File: config.mk
export PLATFORM = sky130hd
export DESIGN_NAME = evc_top
export DESIGN_NICKNAME = d
export VERILOG_FILES = /design/src/rtl/evc_pkg.sv /design/src/rtl/evc_select.sv /design/src/rtl/evc_qual.sv /design/src/rtl/evc_accum.sv /design/src/rtl/evc_top.sv
export SDC_FILE = /design/constraint.sdc
export NUM_CORES = 1
export LEC_CHECK = 0
export ABC_AREA = 1
export BUFFER_PORTS_ARGS = -buffer_cell sky130_fd_sc_hd__buf_2
export CORE_ASPECT_RATIO = 0.75
export CORE_MARGIN = 4
export CORE_UTILIZATION = 55
export DETAILED_ROUTE_END_ITERATION = 16
export GPL_ROUTABILITY_DRIVEN = 0
export MAX_ROUTING_LAYER = met4
export PLACE_DENSITY = 0.84
export SKIP_LAST_GASP = 1
export SYNTH_ARGS = -nofsm -noshare
export SYNTH_HDL_FRONTEND = slang
export SYNTH_SLANG_ARGS = --single-unit
File: constraint.sdc
create_clock -name clk -period 89.6 [get_ports clk]
set_input_delay 17.92 -clock clk [delete_from_list [all_inputs] [get_ports clk]]
set_output_delay 17.92 -clock clk [all_outputs]
set_load 0.01 [all_outputs]
File: src/rtl/evc_pkg.sv
package evc_pkg;
   localparam int CTRL_W = 30;

   // Control word; field order sets the software-visible bit positions.
   typedef struct packed {
      logic       en;
      logic       irq_en;
      logic       usr;
      logic       os;
      logic       edge_det;
      logic       inv;
      logic [7:0] thr;
      logic [7:0] umask;
      logic [7:0] code;
   } evc_ctrl_t;

   localparam int OVF_BIT = 31;
endpackage

File: src/rtl/evc_select.sv
module evc_select #(
   parameter int NUM_GRP = 4,
   parameter int LANES   = 8,
   parameter int LANE_W  = 3,
   parameter int SUM_W   = 6
) (
   input  logic [NUM_GRP*LANES*LANE_W-1:0] lanes_i,
   input  logic [7:0]                      code_i,
   input  logic [7:0]                      umask_i,
   output logic [SUM_W-1:0]                sum_o
);
   logic [LANE_W-1:0] lane_a [NUM_GRP][LANES];

   for (genvar g = 0; g < NUM_GRP; g++) begin : g_grp
      for (genvar i = 0; i < LANES; i++) begin : g_lane
         assign lane_a[g][i] = lanes_i[(g*LANES+i)*LANE_W +: LANE_W];
      end
   end

   always_comb begin
      sum_o = '0;
      for (int g = 0; g < NUM_GRP; g++) begin
         for (int i = 0; i < LANES; i++) begin
            if (code_i == 8'(g) && umask_i[i])
               sum_o = sum_o + SUM_W'(lane_a[g][i]);
         end
      end
   end
endmodule

File: src/rtl/evc_qual.sv
module evc_qual
   import evc_pkg::*;
#(
   parameter int SUM_W = 6
) (
   input  logic             clk,
   input  logic             rst_n,
   input  evc_ctrl_t        ctrl_i,
   input  logic [1:0]       priv_i,
   input  logic             wr_any_i,
   input  logic             clr_hist_i,
   input  logic [SUM_W-1:0] sum_i,
   output logic [SUM_W-1:0] inc_o
);
   localparam int CMP_W = (SUM_W > 8) ? SUM_W : 8;

   logic             priv_ok, active, cmp_hit, cond, prev_q;
   logic [CMP_W-1:0] sum_x, thr_x;

   assign sum_x = CMP_W'(sum_i);
   assign thr_x = CMP_W'(ctrl_i.thr);

   always_comb begin
      if (!ctrl_i.os && !ctrl_i.usr) priv_ok = 1'b1;
      else if (priv_i == 2'd0)       priv_ok = ctrl_i.os;
      else                           priv_ok = ctrl_i.usr;
   end

   assign active  = ctrl_i.en && priv_ok && !wr_any_i;
   assign cmp_hit = ctrl_i.inv ? (sum_x < thr_x) : (sum_x >= thr_x);
   assign cond    = active && cmp_hit;

   always_comb begin
      if (ctrl_i.thr == 8'd0)    inc_o = active ? sum_i : '0;
      else if (ctrl_i.edge_det)  inc_o = SUM_W'(cond && !prev_q);
      else                       inc_o = SUM_W'(cond);
   end

   always_ff @(posedge clk) begin
      if (!rst_n || clr_hist_i) prev_q <= 1'b0;
      else if (!wr_any_i)       prev_q <= cond;
   end
endmodule

File: src/rtl/evc_accum.sv
module evc_accum #(
   parameter int CNT_W = 48,
   parameter int SUM_W = 6
) (
   input  logic             clk,
   input  logic             rst_n,
   input  logic [SUM_W-1:0] inc_i,
   input  logic             wr_any_i,
   input  logic             load_i,
   input  logic [CNT_W-1:0] load_val_i,
   output logic [CNT_W-1:0] cnt_o,
   output logic             ovf_o
);
   logic [CNT_W:0] nxt;

   assign nxt = {1'b0, cnt_o} + (CNT_W+1)'(inc_i);

   always_ff @(posedge clk) begin
      if (!rst_n) begin
         cnt_o <= '0;
         ovf_o <= 1'b0;
      end else if (wr_any_i) begin
         if (load_i) cnt_o <= load_val_i;
         ovf_o <= 1'b0;
      end else begin
         cnt_o <= nxt[CNT_W-1:0];
         if (nxt[CNT_W]) ovf_o <= 1'b1;
      end
   end
endmodule

File: src/rtl/evc_top.sv
module evc_top
   import evc_pkg::*;
#(
   parameter int NUM_GRP = 4,
   parameter int LANES   = 8,
   parameter int LANE_W  = 3,
   parameter int CNT_W   = 48
) (
   input  logic                             clk,
   input  logic                             rst_n,
   input  logic [NUM_GRP*LANES*LANE_W-1:0]  ev_lanes,
   input  logic [1:0]                       priv,
   input  logic                             wr_en,
   input  logic                             wr_addr,
   input  logic [CNT_W-1:0]                 wr_data,
   input  logic                             rd_addr,
   output logic [CNT_W-1:0]                 rd_data,
   output logic                             irq
);
   localparam int MAX_SUM = LANES * ((1 << LANE_W) - 1);
   localparam int SUM_W   = $clog2(MAX_SUM + 1);

   if (LANES < 1 || LANES > 8) begin : g_bad_lanes
      $error("evc_top: LANES must be 1..8");
   end
   if (NUM_GRP < 1 || NUM_GRP > 256) begin : g_bad_grp
      $error("evc_top: NUM_GRP must be 1..256");
   end
   if (CNT_W < 32) begin : g_bad_cnt
      $error("evc_top: CNT_W must hold the 32-bit control view");
   end

   evc_ctrl_t        ctrl_q;
   logic [SUM_W-1:0] sum, inc;
   logic [CNT_W-1:0] cnt_q;
   logic             ovf_q, ctrl_wr;

   assign ctrl_wr = wr_en && !wr_addr;

   always_ff @(posedge clk) begin
      if (!rst_n)       ctrl_q <= '0;
      else if (ctrl_wr) ctrl_q <= wr_data[CTRL_W-1:0];
   end

   evc_select #(.NUM_GRP(NUM_GRP), .LANES(LANES), .LANE_W(LANE_W), .SUM_W(SUM_W)) u_sel (
      .lanes_i (ev_lanes),
      .code_i  (ctrl_q.code),
      .umask_i (ctrl_q.umask),
      .sum_o   (sum)
   );

   evc_qual #(.SUM_W(SUM_W)) u_qual (
      .clk        (clk),
      .rst_n      (rst_n),
      .ctrl_i     (ctrl_q),
      .priv_i     (priv),
      .wr_any_i   (wr_en),
      .clr_hist_i (ctrl_wr),
      .sum_i      (sum),
      .inc_o      (inc)
   );

   evc_accum #(.CNT_W(CNT_W), .SUM_W(SUM_W)) u_acc (
      .clk        (clk),
      .rst_n      (rst_n),
      .inc_i      (inc),
      .wr_any_i   (wr_en),
      .load_i     (wr_en && wr_addr),
      .load_val_i (wr_data),
      .cnt_o      (cnt_q),
      .ovf_o      (ovf_q)
   );

   assign rd_data = rd_addr ? cnt_q : CNT_W'({ovf_q, 1'b0, ctrl_q});
   assign irq     = ovf_q && ctrl_q.irq_en;
endmodule

# Word level (Yosys, flattened, before mapping)
# Cells that the tools add are included.
# totals
output_inout_bits	49
regBits	80
# classes
reduce_logical	51
muxes	41
eq_ne	4
magnitude_cmp	2
bitwise_logic	1
add_sub_neg	32
# op_table
cell	n
$mux W6	33
$add A6 B3 Y6	30
$mux W48	3
$add A48 B6 Y49	1
$logic_and A1 B1 Y1	40
$eq A8 B2 Y1 const B	2
$logic_not A8 Y1	2
$eq A8 B1 Y1 const B	1
$ge A6 B8 Y1	1
$lt A6 B8 Y1	1
$logic_not A1 Y1	6
$add A3 B3 Y4	1
$mux W1	4
$mux W3	1
$logic_not A2 Y1	1
$ne A2 B1 Y1 const B	1
$reduce_or A2 Y1	1
$logic_or A1 B1 Y1	1
$not A1 Y1	1

# Logic depth before layout (Yosys ltp)
# Gate-level depths: netlist (run 1).
# logic_depth
ltp_word	73
ltp_mapped	190
mapped_depth_nobuf	190

# Cells and area by module
# A second synthesis (run 1) with hierarchy kept.
# unflattened
cells_unflattened	2278
hier_area_um2	12756.0
# by_module_without_submodules
module	seq_area_each_um2	instances	cells_per_inst	area_per_inst_um2
evc_select	0.0	1	1135	6441.2
evc_accum	980.9	1	739	4078.9
evc_top	600.6	1	335	1849.3
evc_qual	20.0	1	69	386.6

# Least setup slack after synthesis (run 1)
# OpenSTA, ideal clock, no wires.
# synth_path
path_kind	input-to-reg
start	in ev_lanes[0]
end	reg u_acc.cnt_o[46]
setup_slack_ns	44.533
stages	159
required_time_ns	89.472
n_path_buf	0
t_arrival_ns	44.939
cell_sequence	inv_1 -> nor2_1 -> ha_1 -> inv_1 -> fa_1 -> nor2_1 -> inv_1 -> o21ai_0 -> inv_1 -> fa_1 -> nand2_1 -> nand2_1 -> fa_1 -> nor2_1 -> a21oi_1 -> fa_1 -> inv_1 -> o21ai_2 -> [123 not listed] -> nor2_1 -> inv_1 -> nor2_1 -> nand2_1 -> nor2_1 -> nand4_1 -> nor2_1 -> inv_1 -> nor2_1 -> nand2_1 -> nor2_1 -> nand4_1 -> nor2_1 -> nand2_1 -> a21oi_1 -> o21ai_0 -> o21ai_0 -> o21ai_0
# synth_between
elab_chain_cells	71
elab_cells_between_ends	73
# synth_rtl
item	line_no	rtl
from (decl)	evc_top.sv:11	input logic [NUM_GRP*LANES*LANE_W-1:0] ev_lanes,
$mux W3 *	evc_select.sv:24	if (code_i == 8'(g) && umask_i[i])
$add A3 B3 Y4	evc_select.sv:25	sum_o = sum_o + SUM_W'(lane_a[g][i]);
$mux W6 *	evc_select.sv:24	
$add A6 B3 Y6	evc_select.sv:25	
$mux W6 *	evc_select.sv:24	
$add A6 B3 Y6	evc_select.sv:25	
$mux W6 *	evc_select.sv:24	
$add A6 B3 Y6	evc_select.sv:25	
[55 not listed]	-	
$ge A6 B8 Y1 / $lt A6 B8 Y1 (equally long branches)	evc_qual.sv:30	assign cmp_hit = ctrl_i.inv ? (sum_x < thr_x) : (sum_x >= thr_x);
$mux W1	evc_qual.sv:30	
$logic_and A1 B1 Y1	evc_qual.sv:31	assign cond = active && cmp_hit;
$logic_and A1 B1 Y1	evc_qual.sv:35	else if (ctrl_i.edge_det) inc_o = SUM_W'(cond && !prev_q);
$mux W1	evc_qual.sv:35	
$mux W6 *	evc_qual.sv:34	if (ctrl_i.thr == 8'd0) inc_o = active ? sum_i : '0;
$add A48 B6 Y49 *	evc_accum.sv:16	assign nxt = {1'b0, cnt_o} + (CNT_W+1)'(inc_i);
$mux W48 *	evc_accum.sv:22	end else if (wr_any_i) begin
to (signal assigned)	evc_accum.sv:23	if (load_i) cnt_o <= load_val_i;
to (signal assigned)	evc_accum.sv:26	cnt_o <= nxt[CNT_W-1:0];
to (decl)	evc_accum.sv:11	output logic [CNT_W-1:0] cnt_o,
# Every way passes the cells marked *; elsewhere a longest branch is shown, timed or not.
# A chain may end at the register's enable or synchronous reset.

# Worst setup path in the final report (run 1)
# Same ends and word-level chain as after synthesis.

==> results.ini, run 1 <==
[status]
status = finished clean

[pwr]
switching_share = 0.418
clkPwrFrac = 0.227
ir_drop_uv = 11.6
p_sw_mw = 0.0605
pwr_density_cell_nw_per_um2 = 11.4
p_leak_nw = 6.58
p_int_mw = 0.0842
power_frac_comb = 0.493
seqPwrFrac = 0.281
power_mw = 0.145

[clock_tree]
postCtsHoldBufs = 0
clk_pin_slew_ps = 60
cts_resized = 0
numCtsBuffers = 9
cts_setup_buffers = 0
insertion_delay_ps = 340
cts_root_buffer = clkbuf_16
clkSinkCount = 80
htreeDepth = 3
clockBufferDepth = 2
cts_tree = yes

[logic_synthesis]
yosys.area.top_type_share = 0.143
syn_nets = 2165
yosysUniqueCellTypes = 40
seq_area_frac_synth = 0.143
ys_async_sr_fraction = 0
synth_edf_count = 0
synth.area.top_cells = dfxtp_1 14%, nand2_1 13%, inv_1 12%, ha_1 12%, nor2_1 7.6%
ys_warn_count = 0
synthCells = 1877
syn-cell-area_sq_um = 11200
synth_seq_cells = 80
yosysTopAreaCell = dfxtp_1
ys.flop_type = dfxtp_1
postSynthAreaPerCell_sq_um = 5.97

[global_routing]
grt_pass1_wl_um = 53300
antenna_found_initial = 3
grtUsageTotal = 0.278
grt_pass1_vias = 11500
grt_max_degree = 80
grt_overflow = 0

[cells_and_area]
drive_gt1_frac = 0.149
final_cell_mix = 399 x nand2_1, 351 x inv_1, 227 x nor2_1
fin_nets = 2342
utilization = 0.645
areaGrowthSynthToFinish_pct = 13.1
layout.cells.non_filler = 2313
final_common_cell = nand2_1

[timing]
slew_headroom = 0.205
hold_ws_ps = 468
finalCritPeriodShare = 0.532
rsz0062_at_grt = no
period_needed_ps = 47690
finalSetupTns_ps = 0
slew_viol_final = 0
max_freq_mhz = 21.0
tightest_slew_ps = 1190
finalClockSkew_ps = 9.20
finalSetupViolations = 0
finalHoldViolCount = 0

[drt]
detail-route-antenna-nets = 0
drt-wirelength-per-cell_um = 13.9
via_per_inst = 5.39
dr.pass1.iters = 5
drc = 0
vias = 12500
drt_iter0_drc = 967
drt_wl_total_um = 32200

[worst_setup_path]
critical_path.max_stage_delay_ps = 550
critPathKind = input pin to flip-flop
cp-start-kind = input pin
crit_path_frequent_cell = nand2_1
worstPathArrival_ps = 47880
required_ps = 89790
crit_slowest_cell = fa_1
cp_max_fo = 5
end_kind = flip-flop

[place]
dp_hpwl_um = 25800
io_buffers = 199
dp_cells = 2296

[floorplanning]
core-area_sq_um = 19700
fp.dieH_um = 132
ios = 200
num_rows = 44
start_util = 0.570
die_area_sq_um = 22700
die-width_um = 173

[worst_hold_path]
min_path_type = flip-flop to flip-flop

[flow_run]
drv_cap = 0

[kinds of logic (layout without fill, tap and decap cells)]
family,Yosys count,after routing,synth area share
buffers and inverters,393,573,0.132
DFF,80,80,0.143
and+or+nand+nor,909,909,0.357
AOI/OAI and AO/OA,303,303,0.150
adders and majority gates,137,137,0.175
muxes,4,4,0.00358
xor gates and xnor gates,51,51,0.0399
other,0,3,0
[routing by layer]
| metal | global-route usage | share of wire |
|---|---|---|
| met3 | 0.0557 | 0.086 |
| met5 | - | 0 |
| met2 | 0.435 | 0.44 |
| met1 | 0.377 | 0.46 |
| met4 | 0.0567 | 0.018 |
[layout make-up]
cell class                      count  area [sq um]
Multi-Input combinational cell   1404          8130
Fill cell                        1842          6980
Sequential cell                    80          1600
Inverter                          355          1330
Timing Repair Buffer              204          1030
Tap cell                          253           317
Clock buffer                       10           229
Clock inverter                      4          23.8
Antenna cell                        3          7.51
[final timing paths]
path / startpoint / endpoint / slack [ps] / cells after the start
max: ev_lanes[0] / u_acc.cnt_o[46] / 41910 / 160
min: u_qual.prev_q / u_qual.prev_q / 470 / 2
max reg2reg: ctrl_q[2] / u_acc.cnt_o[46] / 58450 / 162
min reg2reg: u_qual.prev_q / u_qual.prev_q / 470 / 2
[power by group through the flow]
stage | Combinational (mW) | Clock, mW | Sequential, mW
6_report | 0.0712 | 0.0328 | 0.0406
2_1_floorplan | 0.0524 | 0 | 0.0405
3_5_place_dp | 0.0704 | 0 | 0.0412
5_1_grt | 0.0824 | 0.0342 | 0.0409
4_1_cts | 0.0710 | 0.0329 | 0.0405
3_3_place_gp | 0.0673 | 0 | 0.0412
[sequential cells by signal (all words and copies together), names as in the netlist]
| signal | cells |
|---|---|
| u_qual.prev_q | 1 |
| u_acc.cnt_o | 48 |
| ctrl_q | 30 |
| u_acc.ovf_o | 1 |
[synthesized netlist by cell type (2+ instances only)]
library cell / instances
a211oi_1: 16
a21oi_1: 87
a31oi_1: 8
and2_1: 6
clkbuf_1: 38
clkinv_1: 2
dfxtp_1: 80
fa_1: 32
ha_1: 105
inv_1: 351
inv_2: 2
mux2i_1: 4
nand2_1: 400
nand2_2: 34
nand2_4: 2
nand3_1: 151
nand3_2: 16
nand3b_1: 3
nand4_1: 11
nor2_1: 227
nor2_2: 5
nor3_1: 18
nor4_1: 6
o2111ai_1: 3
o211ai_1: 3
o21ai_0: 129
o21ai_1: 5
o21bai_1: 4
o22ai_1: 37
o32ai_1: 9
or2_2: 25
xnor2_1: 17
xor2_1: 34
[per-stage QoR]
stage | area [sq um] | setup slack, ps
6_report | 12700 | 41910
5_1_grt | 12700 | 39310
4_1_cts | 12700 | 42010
3_5_place_dp | 12400 | 41800
3_3_place_gp | 12400 | 43000
2_1_floorplan | 11200 | 44530
[worst max-delay path, delay by kind of cell]
kind	cells	cell delay, ps
fa+ha+maj	35	15380
simple gates	77	9630
compound gates	20	3010
buf+inv	28	1970
Power figures use the tool's default switching activity.
==> inputs of run 2 (changes only) <==
--- a/config.mk
+++ b/config.mk
@@ -5,15 +5,15 @@
 export SDC_FILE = /design/constraint.sdc
 export NUM_CORES = 1
 export LEC_CHECK = 0
-export ABC_AREA = 1
+export ABC_AREA = 0
 export BUFFER_PORTS_ARGS = -buffer_cell sky130_fd_sc_hd__buf_2
 export CORE_ASPECT_RATIO = 0.75
 export CORE_MARGIN = 4
-export CORE_UTILIZATION = 55
+export CORE_UTILIZATION = 54
 export DETAILED_ROUTE_END_ITERATION = 16
 export GPL_ROUTABILITY_DRIVEN = 0
 export MAX_ROUTING_LAYER = met4
-export PLACE_DENSITY = 0.84
+export PLACE_DENSITY = 0.85
 export SKIP_LAST_GASP = 1
 export SYNTH_ARGS = -nofsm -noshare
 export SYNTH_HDL_FRONTEND = slang
==> constraint.sdc (replaced) <==
create_clock -name clk -period 41.7 [get_ports clk]
set_input_delay 8.34 -clock clk [delete_from_list [all_inputs] [get_ports clk]]
set_output_delay 8.34 -clock clk [all_outputs]
set_load 0.01 [all_outputs]
==> run 2 against run 1 <==
Net effect:
- combinational power rose by 110%
- register-to-register slack got worse by 51000 ps
- total power is 120% higher
- non-clock buffer count up 26
==> results.ini, run 2 <==
[floorplanning]
start_util = 0.548  ; was 0.570
fp.dieH_um = 140  ; was 132 um
die_area_sq_um = 25800  ; was 22,700 sq um
ios = 200  ; unchanged
die-width_um = 184  ; was 173 um
num_rows = 48  ; was 44
core-area_sq_um = 22900  ; was 19,700 sq um

[cells_and_area]
top_register = u_acc.cnt_o  ; unchanged
seq_area_sq_um = 1600  ; unchanged
drive_gt1_frac = 0.183  ; was 0.149
final_common_cell = nand2_1  ; unchanged
areaGrowthSynthToFinish_pct = 14.4  ; was 13.1%
largest_reg_flops = 48  ; unchanged
multi_input_area_sq_um = 10400  ; was 8130 sq um
top_regs = u_acc.cnt_o (48), ctrl_q (30)  ; unchanged
fin_nets = 2175  ; was 2,342
num-fill-cells = 1973  ; was 1,842
final_cell_mix = 236 x nand2_1, 199 x buf_2, 131 x nor2_1  ; was 399 x nand2_1, 351 x inv_1, 227 x nor2_1

[drt]
drc = 0  ; unchanged
drt-wirelength-per-cell_um = 18.4  ; was 13.9 um
dr.pass1.iters = 5  ; unchanged
vias = 13600  ; was 12,500
drt_wl_total_um = 40400  ; was 32,200 um
via_per_inst = 6.19  ; was 5.39
detail-route-antenna-nets = 0  ; unchanged
drt_iter0_drc = 1447  ; was 967

[worst_setup_path]
cp_max_fo = 6  ; was 5
crit_path_frequent_cell = fa_1  ; was nand2_1
required_ps = 41940  ; was 89,790 ps
end_kind = flip-flop  ; unchanged
critical_path.max_stage_delay_ps = 550  ; about the same
crit_slowest_cell = fa_1  ; unchanged
cp_num_buf_inv = 29  ; was 28
cp-start-kind = input pin  ; unchanged
cpLargestDelayFamily = adder cells  ; unchanged
worstPathArrival_ps = 40540  ; was 47,880 ps
critPathKind = input pin to flip-flop  ; unchanged

[timing]
slew_headroom = 0.272  ; was 0.205
max_freq_mhz = 24.8
finalSetupViolations = 0  ; unchanged
finalSetupTns_ps = 0  ; unchanged
hold_ws_ps = 476  ; was 468 ps
finalCritPeriodShare = 0.967
finalClockSkew_ps = 8.77  ; was 9.20 ps
fin_ws_ps = 1390  ; was 41,910 ps
period_needed_ps = 40310
finalHoldViolCount = 0  ; unchanged
slew_viol_final = 0  ; unchanged
tightest_slew_ps = 1090  ; was 1190 ps

[place]
dp_hpwl_um = 30800  ; was 25,800 um
pre_cts_slack_ps = -201  ; was 41,800 ps
io_buffers = 199  ; unchanged

[global_routing]
antenna_found_initial = 4  ; was 3
grt_pass1_wl_um = 63200  ; was 53,300 um
grt_pass1_vias = 12600  ; was 11,500
grtUsageTotal = 0.303  ; was 0.278
grt_max_degree = 103  ; was 80
grt_overflow = 0  ; unchanged

[pwr]
p_leak_nw = 6.68  ; was 6.58 nW
ir_drop_uv = 23.8  ; was 11.6 uV
power_mw = 0.319  ; was 0.145 mW
pwr_density_cell_nw_per_um2 = 22.2  ; was 11.4 nW/um^2

[logic_synthesis]
synth_seq_cells = 80  ; unchanged
postSynthAreaPerCell_sq_um = 7.28  ; was 5.97 sq um
ys_async_sr_fraction = 0  ; unchanged
yosysTopAreaCell = dfxtp_1  ; unchanged
synthCells = 1725  ; was 1,877
ys_warn_count = 0  ; unchanged
yosysMostFrequentCell = nand2_1  ; unchanged
synth.area.top_cells = dfxtp_1 13%, ha_1 10%, nand2_1 7.1%, fa_1 5.1%, xnor2_1 4.7%  ; was dfxtp_1 14%, nand2_1 13%, inv_1 12%, ha_1 12%, nor2_1 7.6%
yosysUniqueCellTypes = 86  ; was 40
ys.flop_type = dfxtp_1  ; unchanged
yosys.area.top_type_share = 0.127  ; was 0.143
syn_nets = 2013  ; was 2,165
synth_commonest_cells = 237 x nand2_1, 136 x nor2_1, 124 x inv_1  ; was 400 x nand2_1, 351 x inv_1, 227 x nor2_1
synth_edf_count = 0  ; unchanged
syn-cell-area_sq_um = 12600  ; was 11,200 sq um
seq_area_frac_synth = 0.127  ; was 0.143

[clock_tree]
clk_pin_slew_ps = 60  ; about the same
clockBufferDepth = 2  ; unchanged
clkSinkCount = 80  ; unchanged
cts_root_buffer = clkbuf_16  ; unchanged
numCtsBuffers = 9  ; unchanged
cts_tree = yes  ; unchanged
insertion_delay_ps = 350  ; was 340 ps
htreeDepth = 3  ; unchanged

[worst_hold_path]
min_path_type = flip-flop to flip-flop  ; unchanged

[flow_run]
drv_cap = 0  ; unchanged

[status]
status = finished clean  ; unchanged

run 2: final timing paths:
path / from / to / slack, ps / cells past startpoint
setup / recovery: ev_lanes[0] / u_acc.cnt_o[46] / 1390 / 147
hold / removal: ctrl_q[27] / ctrl_q[27] / 480 / 2
setup reg to reg: ctrl_q[7] / u_acc.cnt_o[46] / 7940 / 149
hold reg to reg: ctrl_q[27] / ctrl_q[27] / 480 / 2
run 2: cell type report:
cell class,instances,share of cell area
Inverter,126,0.0329
Clock inverter,5,0.00435
Multi-Input combinational cell,1440,0.722
Timing Repair Buffer,230,0.0855
Tap cell,300,0.0261
Antenna cell,5,0.000870
Clock buffer,11,0.0169
Sequential cell,80,0.111
run 2: power breakdown:
group / switching [mW] / internal, mW / leakage, nW
registers: 0.00568 / 0.0809 / 0.658
logic: 0.0851 / 0.0658 / 5.88
clock network: 0.0333 / 0.0485 / 0.143
run 2: worst reg2reg max path, delay by kind of cell (launching register included):
| family | cells | cell delay (ps) |
|---|---|---|
| xor gates and xnor gates | 2 | 320 |
| adders and majority gates | 35 | 15520 |
| AOI/OAI and AO/OA | 35 | 6030 |
| DFF | 1 | 340 |
| muxes | 5 | 1250 |
| buffers and inverters | 29 | 2950 |
| and+or+nand+nor | 43 | 7170 |
run 2: timing repair:
action | in CTS | in global routing
setup buffers | 0 | 14
setup endpoints to repair | 0 | 42
endpoints found under the hold margin | 0 | 0
resized for setup | 0 | 43
hold buffers | 0 | 0
run 2: metal layers:
layer,up-vias,part of all wire,track usage,routed length [um]
li1,6432,-,-,-
met1,6325,0.43,0.421,17200
met2,713,0.44,0.454,17600
met3,120,0.11,0.0491,4270
met4,0,0.032,0.0898,1290
met5,-,0,-,0
run 2: cells by family after synthesis:
logic type	synth area share
adders and majority gates	0.156
muxes	0.0794
other	0.000298
DFF	0.127
AOI/OAI and AO/OA	0.243
and+or+nand+nor	0.255
xor gates and xnor gates	0.0783
buffers and inverters	0.0615
run 2: per-stage QoR:
stage,instances,cell area (sq um),utilization
after floorplan,1725,12600,-
after CTS,2178,14100,0.613
final,2197,14400,0.627
after detailed placement,2162,13800,0.600
after global placement,2162,13800,0.600
after global routing,2196,14400,0.626
